`src/rtl/crc_syn_pkg.sv`:
```
package crc_syn_pkg;

    localparam int MW = 24;

    typedef logic [MW-1:0] col_t;

    typedef enum logic [1:0] {
        SEL_CRC12 = 2'd0,
        SEL_CRC24 = 2'd1,
        SEL_PAR12 = 2'd2,
        SEL_PAR24 = 2'd3
    } poly_sel_e;

    // taps: generator coefficients below x^m; mask: the m live bits;
    // msb: one-hot marker of bit m-1, whose carry triggers reduction
    typedef struct packed {
        col_t taps;
        col_t mask;
        col_t msb;
    } poly_cfg_t;

    localparam col_t COL_ONE = col_t'(1);

    function automatic poly_cfg_t poly_decode(input poly_sel_e sel);
        poly_cfg_t p;
        case (sel)
            SEL_CRC12: begin p.taps = 24'h00080F; p.mask = 24'h000FFF; p.msb = 24'h000800; end
            SEL_CRC24: begin p.taps = 24'h805101; p.mask = 24'hFFFFFF; p.msb = 24'h800000; end
            SEL_PAR12: begin p.taps = 24'h000001; p.mask = 24'h000FFF; p.msb = 24'h000800; end
            default:   begin p.taps = 24'h000001; p.mask = 24'hFFFFFF; p.msb = 24'h800000; end
        endcase
        return p;
    endfunction

    // rem(x^(i+1), g) from rem(x^i, g)
    function automatic col_t col_advance(input col_t c, input poly_cfg_t p);
        logic carry;
        col_t nxt;
        carry = |(c & p.msb);
        nxt   = (c << 1) & p.mask;
        if (carry) nxt = nxt ^ p.taps;
        return nxt;
    endfunction

endpackage

```
`src/rtl/crc_hard_slice.sv`:
```
module crc_hard_slice #(
    parameter int LLR_W = 6
) (
    input  logic signed [LLR_W-1:0] llr_i,
    output logic                    bit_o
);
    localparam logic signed [LLR_W-1:0] ZERO = '0;

    always_comb begin
        bit_o = (llr_i > ZERO);
    end
endmodule

```
`src/rtl/crc_syn_accum.sv`:
```
module crc_syn_accum
    import crc_syn_pkg::*;
(
    input  logic      clk,
    input  logic      rst,
    input  logic      start,
    input  poly_cfg_t cfg_in,
    input  logic      bit_valid,
    input  logic      bit_val,
    input  logic      bit_last,
    output col_t      syn_o,
    output logic      ready_o,
    output logic      pass_o,
    output logic      fail_o
);
    logic      active_q;
    poly_cfg_t cfg_q;
    col_t      col_q;
    col_t      syn_q;
    col_t      syn_next;
    logic      ready_q, pass_q, fail_q;

    always_comb begin
        syn_next = syn_q ^ (bit_val ? col_q : '0);
    end

    always_ff @(posedge clk) begin
        if (rst) begin
            active_q <= 1'b0;
            cfg_q    <= '0;
            col_q    <= COL_ONE;
            syn_q    <= '0;
            ready_q  <= 1'b0;
            pass_q   <= 1'b0;
            fail_q   <= 1'b0;
        end else if (start) begin
            active_q <= 1'b1;
            cfg_q    <= cfg_in;
            col_q    <= COL_ONE;
            syn_q    <= '0;
            ready_q  <= 1'b0;
            pass_q   <= 1'b0;
            fail_q   <= 1'b0;
        end else if (active_q && bit_valid) begin
            syn_q <= syn_next;
            col_q <= col_advance(col_q, cfg_q);
            if (bit_last) begin
                active_q <= 1'b0;
                ready_q  <= 1'b1;
                pass_q   <= (syn_next == '0);
                fail_q   <= (syn_next != '0);
            end
        end
    end

    assign syn_o   = syn_q;
    assign ready_o = ready_q;
    assign pass_o  = pass_q;
    assign fail_o  = fail_q;
endmodule

```
`src/rtl/crc_col_query.sv`:
```
module crc_col_query
    import crc_syn_pkg::*;
#(
    parameter int POS_W = 10
) (
    input  logic             clk,
    input  logic             rst,
    input  logic             req,
    input  logic [POS_W-1:0] pos,
    input  poly_cfg_t        cfg_in,
    output logic             done_o,
    output col_t             col_o
);
    logic             busy_q;
    logic [POS_W-1:0] cnt_q;
    poly_cfg_t        cfg_q;
    col_t             walk_q;
    col_t             res_q;
    logic             done_q;

    always_ff @(posedge clk) begin
        if (rst) begin
            busy_q <= 1'b0;
            cnt_q  <= '0;
            cfg_q  <= '0;
            walk_q <= COL_ONE;
            res_q  <= '0;
            done_q <= 1'b0;
        end else begin
            done_q <= 1'b0;
            if (req) begin
                busy_q <= 1'b1;
                cnt_q  <= pos;
                cfg_q  <= cfg_in;
                walk_q <= COL_ONE;
            end else if (busy_q) begin
                if (cnt_q == '0) begin
                    busy_q <= 1'b0;
                    done_q <= 1'b1;
                    res_q  <= walk_q;
                end else begin
                    cnt_q  <= cnt_q - 1'b1;
                    walk_q <= col_advance(walk_q, cfg_q);
                end
            end
        end
    end

    assign done_o = done_q;
    assign col_o  = res_q;
endmodule

```
`src/rtl/crc_syn_top.sv`:
```
module crc_syn_top
    import crc_syn_pkg::*;
#(
    parameter int LLR_W = 6,
    parameter int POS_W = 10
) (
    input  logic                    clk,
    input  logic                    rst,
    input  logic                    start,
    input  logic [1:0]              poly_sel,
    input  logic                    in_valid,
    input  logic                    in_last,
    input  logic signed [LLR_W-1:0] in_llr,
    input  logic                    q_req,
    input  logic [POS_W-1:0]        q_pos,
    output logic                    q_done,
    output logic [MW-1:0]           q_col,
    output logic                    syn_ready,
    output logic                    chk_pass,
    output logic                    chk_fail,
    output logic [MW-1:0]           syndrome
);
    poly_cfg_t sel_cfg;
    logic      hard_bit;

    always_comb begin
        sel_cfg = poly_decode(poly_sel_e'(poly_sel));
    end

    crc_hard_slice #(.LLR_W(LLR_W)) u_slice (
        .llr_i (in_llr),
        .bit_o (hard_bit)
    );

    crc_syn_accum u_accum (
        .clk       (clk),
        .rst       (rst),
        .start     (start),
        .cfg_in    (sel_cfg),
        .bit_valid (in_valid),
        .bit_val   (hard_bit),
        .bit_last  (in_last),
        .syn_o     (syndrome),
        .ready_o   (syn_ready),
        .pass_o    (chk_pass),
        .fail_o    (chk_fail)
    );

    crc_col_query #(.POS_W(POS_W)) u_query (
        .clk    (clk),
        .rst    (rst),
        .req    (q_req),
        .pos    (q_pos),
        .cfg_in (sel_cfg),
        .done_o (q_done),
        .col_o  (q_col)
    );
endmodule

```
`config.mk`:
```
export PLATFORM = sky130hd
export DESIGN_NAME = crc_syn_top
export DESIGN_NICKNAME = d
export VERILOG_FILES = /design/src/rtl/crc_syn_pkg.sv /design/src/rtl/crc_hard_slice.sv /design/src/rtl/crc_syn_accum.sv /design/src/rtl/crc_col_query.sv /design/src/rtl/crc_syn_top.sv
export SDC_FILE = /design/constraint.sdc
export NUM_CORES = 1
export LEC_CHECK = 0
export BUFFER_PORTS_ARGS = -buffer_cell sky130_fd_sc_hd__buf_2
export CAP_MARGIN = 20
export CORE_UTILIZATION = 57
export CTS_CLUSTER_SIZE = 30
export DETAILED_ROUTE_END_ITERATION = 7
export PLACE_DENSITY = 0.83
export SYNTH_ARGS = -nofsm -noshare
export SYNTH_HDL_FRONTEND = slang
export SYNTH_SLANG_ARGS = --single-unit
export TNS_END_PERCENT = 50
```
`constraint.sdc`:
```
create_clock -name clk -period 2.4 [get_ports clk]
set_input_delay 0.12 -clock clk [delete_from_list [all_inputs] [get_ports clk]]
set_output_delay 0.12 -clock clk [all_outputs]
set_load 0.01 [all_outputs]
```
==> metrics.md <==
| Metric | Value |
|---|---|
| Max-slew headroom | `52.7%` |
| YS warnings | `0` |
| WL final | `12200 um` |
| First-pass GRT wire length | `20800 um` |
| CP endpoint kind | `flip-flop` |
| Setup violators final | `0` |
| DP Wirelength | `7820 um` |
| Overall Global Routing Usage | `26.3%` |
| WS Path Type | `reg2reg` |
| Antenna Nets Post-Route | `0` |
| Residual DRC count | `0` |
| CTS sink count | `122` |
| Num ports | `76` |
| Number of global-route vias before repair | `4555` |
| Met1 usage | `31.8%` |
| Post-synthesis register bit count | `122` |
| Final clock skew | `0.00911 ns` |
| Met2 usage | `45.1%` |
| Final worst-path cycle share | `92.9%` |
| Fmax | `0.448 GHz` |
| Hold Path Sink | `u_query.cnt_q[6]` |
| Num CTS Buffers | `17` |
| Starting Density | `58.5%` |
| Mean cell area of the mapped netlist | `8.62 sq um` |
| Vias per std cell | `5.70` |
| Dpl cells | `782` |
| Status | `finished, final reports clean` |
| Fillers | `677` |
| DR vias | `4735` |
| Startpoint class of the critical path | `flip-flop` |
| Netlist cell types | `43` |
| Pin count of the biggest net entering global routing | `38` |
| Slew Limit Fails | `0` |
| Row cnt | `35` |
| H-tree depth | `4` |
| VDD IR max | `513 uV` |
| WHS Path Cells | `3` |
| Setup tns final | `0 ns` |
| CTS resizes | `0` |
| RSZ-0062 raised after global routing | `no` |
| Congestion Overflow GR | `0` |
| Worst r2r path cells | `8` |
| Area delta synth->final | `21.7%` |
| WP data required | `2.82 ns` |
| Root Buffer | `clkbuf_8` |
| Layout Nets | `732` |
| Largest buffer count on any clock path | `2` |
| Cells after Synth | `624` |
| Total nets after synthesis | `649` |
| Post-CTS Hold Fix Bufs | `17` |
| Port bufs | `75` |
| Antenna violations before repair | `0` |
| CP max FO | `5` |
| Antenna fix cells | `0` |
| CTS tree | `done` |
| Post-CTS Setup Bufs | `0` |
| Worst min path class | `in2reg` |
| Crit path DAT | `2.65 ns` |
| Total core area | `9200 sq um` |
| Fraction of layout cells with a size suffix above 1 | `18.3%` |
| Routability Congestion | `0.834` |
| Die area | `9830 sq um` |
| Clock-pin slew on the worst setup and hold paths | `0.06 ns` |
| Final Critical Period | `2.23 ns` |
| First-pass DRT Iterations | `4` |
| Worst slew pin tran | `0.710 ns` |
| Drt initial violations | `203` |
| # Max-Cap Violations | `0` |
| Gr busiest metal | `met2` |
| Cell Pwr Density | `739 nW/um^2` |
| Sequential area share after synthesis | `45.4%` |
| Clk_lat worst skew | `0.53 ns` |
| R2R Setup Slk | `0.17 ns` |
| Routed WL per cell | `14.7 um` |
| Post-Layout Cell Count | `831` |
| Synthesized area | `5380 sq um` |
| Met3 global-route usage | `6.47%` |
| Die width | `99.2 um` |
| Worst Hold Launch | `q_req` |
| Die height | `99.2 um` |
| R2r endpoint | `u_query.cnt_q[9]` |
| Reg-to-Reg Start | `u_query.cnt_q[0]` |
| Lkg Pwr | `0.00248 uW` |
| Final Hold Fails | `0` |
[placed cells by master, fill, tap and decap left out, types with 3 or more instances in the layout]
cell type and instances:
nor4bb_1 9, nor4_1 3, inv_8 7, a2bb2oi_1 7, xor2_1 29, buf_2 75
nor2_1 105, dlygate4sd3_1 17, nand2_1 88, dfxtp_1 122, a31oi_1 9, mux2i_1 35
clkbuf_16 16, buf_4 11, xnor2_1 34, or2_2 5, inv_1 4, nor3_1 4
o221ai_1 7, inv_6 5, nand3_1 31, a21oi_1 41, a211oi_1 22, or3_1 3
[worst max-delay path by stage]
stage / startpoint / endpoint / slack [ns] / cells past startpoint
6_report: u_query.cnt_q[0] / u_query.cnt_q[9] / 0.17 / 8
5_1_grt: u_query.cnt_q[0] / u_query.cnt_q[9] / 0.03 / 8
4_1_cts: u_query.cnt_q[0] / u_query.cnt_q[7] / 0.21 / 8
3_5_place_dp: in_llr[5] / u_accum.fail_o / 0.19 / 7
3_3_place_gp: u_query.cnt_q[0] / u_query.cnt_q[7] / 0.27 / 8
2_1_floorplan: u_query.cnt_q[0] / u_query.col_o[5] / 0.22 / 10
[final cells by class]
cell class              count  area [sq um]  share of cell area [%]
clock inverters            15           146                    2.24
clock buffers              17           414                    6.33
repair buffers            104           648                    9.90
well taps                 111           139                    2.12
flip-flops and latches    122          2440                    37.3
multi-input cells         458          2740                    41.9
inverters                   4          15.0                   0.229
[layer usage]
layer	routed length, um	part of all wire (%)
met5	0	0
met4	200	1.6
met3	613	5.0
met2	6140	50
met1	5220	43
[synthesized netlist by cell type]
| master | instances | share of area (%) |
|---|---|---|
| inv_1 | 4 | 0.28 |
| buf_2 | 1 | 0.093 |
| nor3_1 | 4 | 0.37 |
| nand4_1 | 1 | 0.12 |
| clkbuf_1 | 28 | 2.0 |
| or4_2 | 2 | 0.33 |
| or4_1 | 1 | 0.14 |
| xnor2_1 | 34 | 5.5 |
| and2_1 | 1 | 0.12 |
| xor2_1 | 29 | 4.7 |
| nor4bb_1 | 9 | 1.7 |
| a2bb2oi_1 | 7 | 1.1 |
| buf_6 | 4 | 0.84 |
| nor3b_2 | 1 | 0.23 |
| o31a_1 | 1 | 0.16 |
| o221ai_1 | 7 | 1.1 |
| o21ai_0 | 2 | 0.19 |
| nor4_1 | 3 | 0.35 |
| nand3_1 | 31 | 2.9 |
| a22o_1 | 2 | 0.33 |
| a211oi_1 | 22 | 3.1 |
| or4_4 | 1 | 0.21 |
| mux2i_1 | 35 | 6.5 |
| o21ai_1 | 2 | 0.19 |
| a21oi_1 | 41 | 3.8 |
| ha_1 | 1 | 0.23 |
| or3_1 | 3 | 0.35 |
| o311ai_1 | 1 | 0.16 |
| a211o_1 | 1 | 0.16 |
| a31oi_1 | 9 | 1.0 |
| nor3_4 | 1 | 0.30 |
| or3b_2 | 1 | 0.16 |
| nor2_1 | 105 | 7.3 |
| nor2b_1 | 2 | 0.23 |
| or2_2 | 5 | 0.58 |
| dfxtp_1 | 122 | 45 |
| and3_1 | 1 | 0.12 |
| o31ai_2 | 1 | 0.23 |
| clkbuf_2 | 1 | 0.093 |
| o21ai_4 | 1 | 0.30 |
| a2111oi_1 | 2 | 0.37 |
| nand2_1 | 88 | 6.1 |
| buf_1 | 6 | 0.42 |
[logic make-up after synthesis]
kind of cell               count (synthesis)  synth area share (%)
AOI/OAI and AO/OA                         99                  12.3
xor gates and xnor gates                  63                  10.3
adders and majority gates                  1                 0.233
and+or+nand+nor                          260                  21.6
muxes                                     35                  6.51
DFF                                      122                  45.4
buffers and inverters                     44                  3.67
[through the flow]
stage / hold slack [ns] / area [sq um] / total power [uW] / util [%] / worst slack (ns)
after floorplan: 0.219 / 5380 / 2370 / - / 0.219
after global placement: 0.352 / 5810 / 2440 / 63.2 / 0.269
after detailed placement: 0.359 / 5810 / 2450 / 63.2 / 0.185
after CTS: 0.00412 / 6550 / 4860 / 71.2 / 0.210
after global routing: 0.0317 / 6550 / 5000 / 71.2 / 0.0285
final: 0.00997 / 6550 / 4840 / 71.2 / 0.170
[critical path: stages, from the launching register on]
cell and delay, ns:
dfxtp_1 0.31, inv_1 0.08, ha_1 0.16, or3b_2 0.51
o311ai_1 0.52, nor4_1 0.12, xor2_1 0.17, mux2i_1 0.19
nor2_1 0.05
[power breakdown]
part           total, uW  internal [uW]  switching (uW)  leakage [uW]
Combinational        328            134             195       0.00121
Clock               2400           1330            1070      0.000274
Sequential          2110           2070            45.5      0.000989
[registers in the layout, summed over array words and instances (netlist names), 5 cells and up]
register	count
u_query.cfg_q	5
u_accum.syn_o	24
u_query.col_o	24
u_query.cnt_q	10
u_accum.cfg_q	5
u_accum.col_q	24
u_query.walk_q	24
Note: power is estimated with default switching activity, not from simulation.
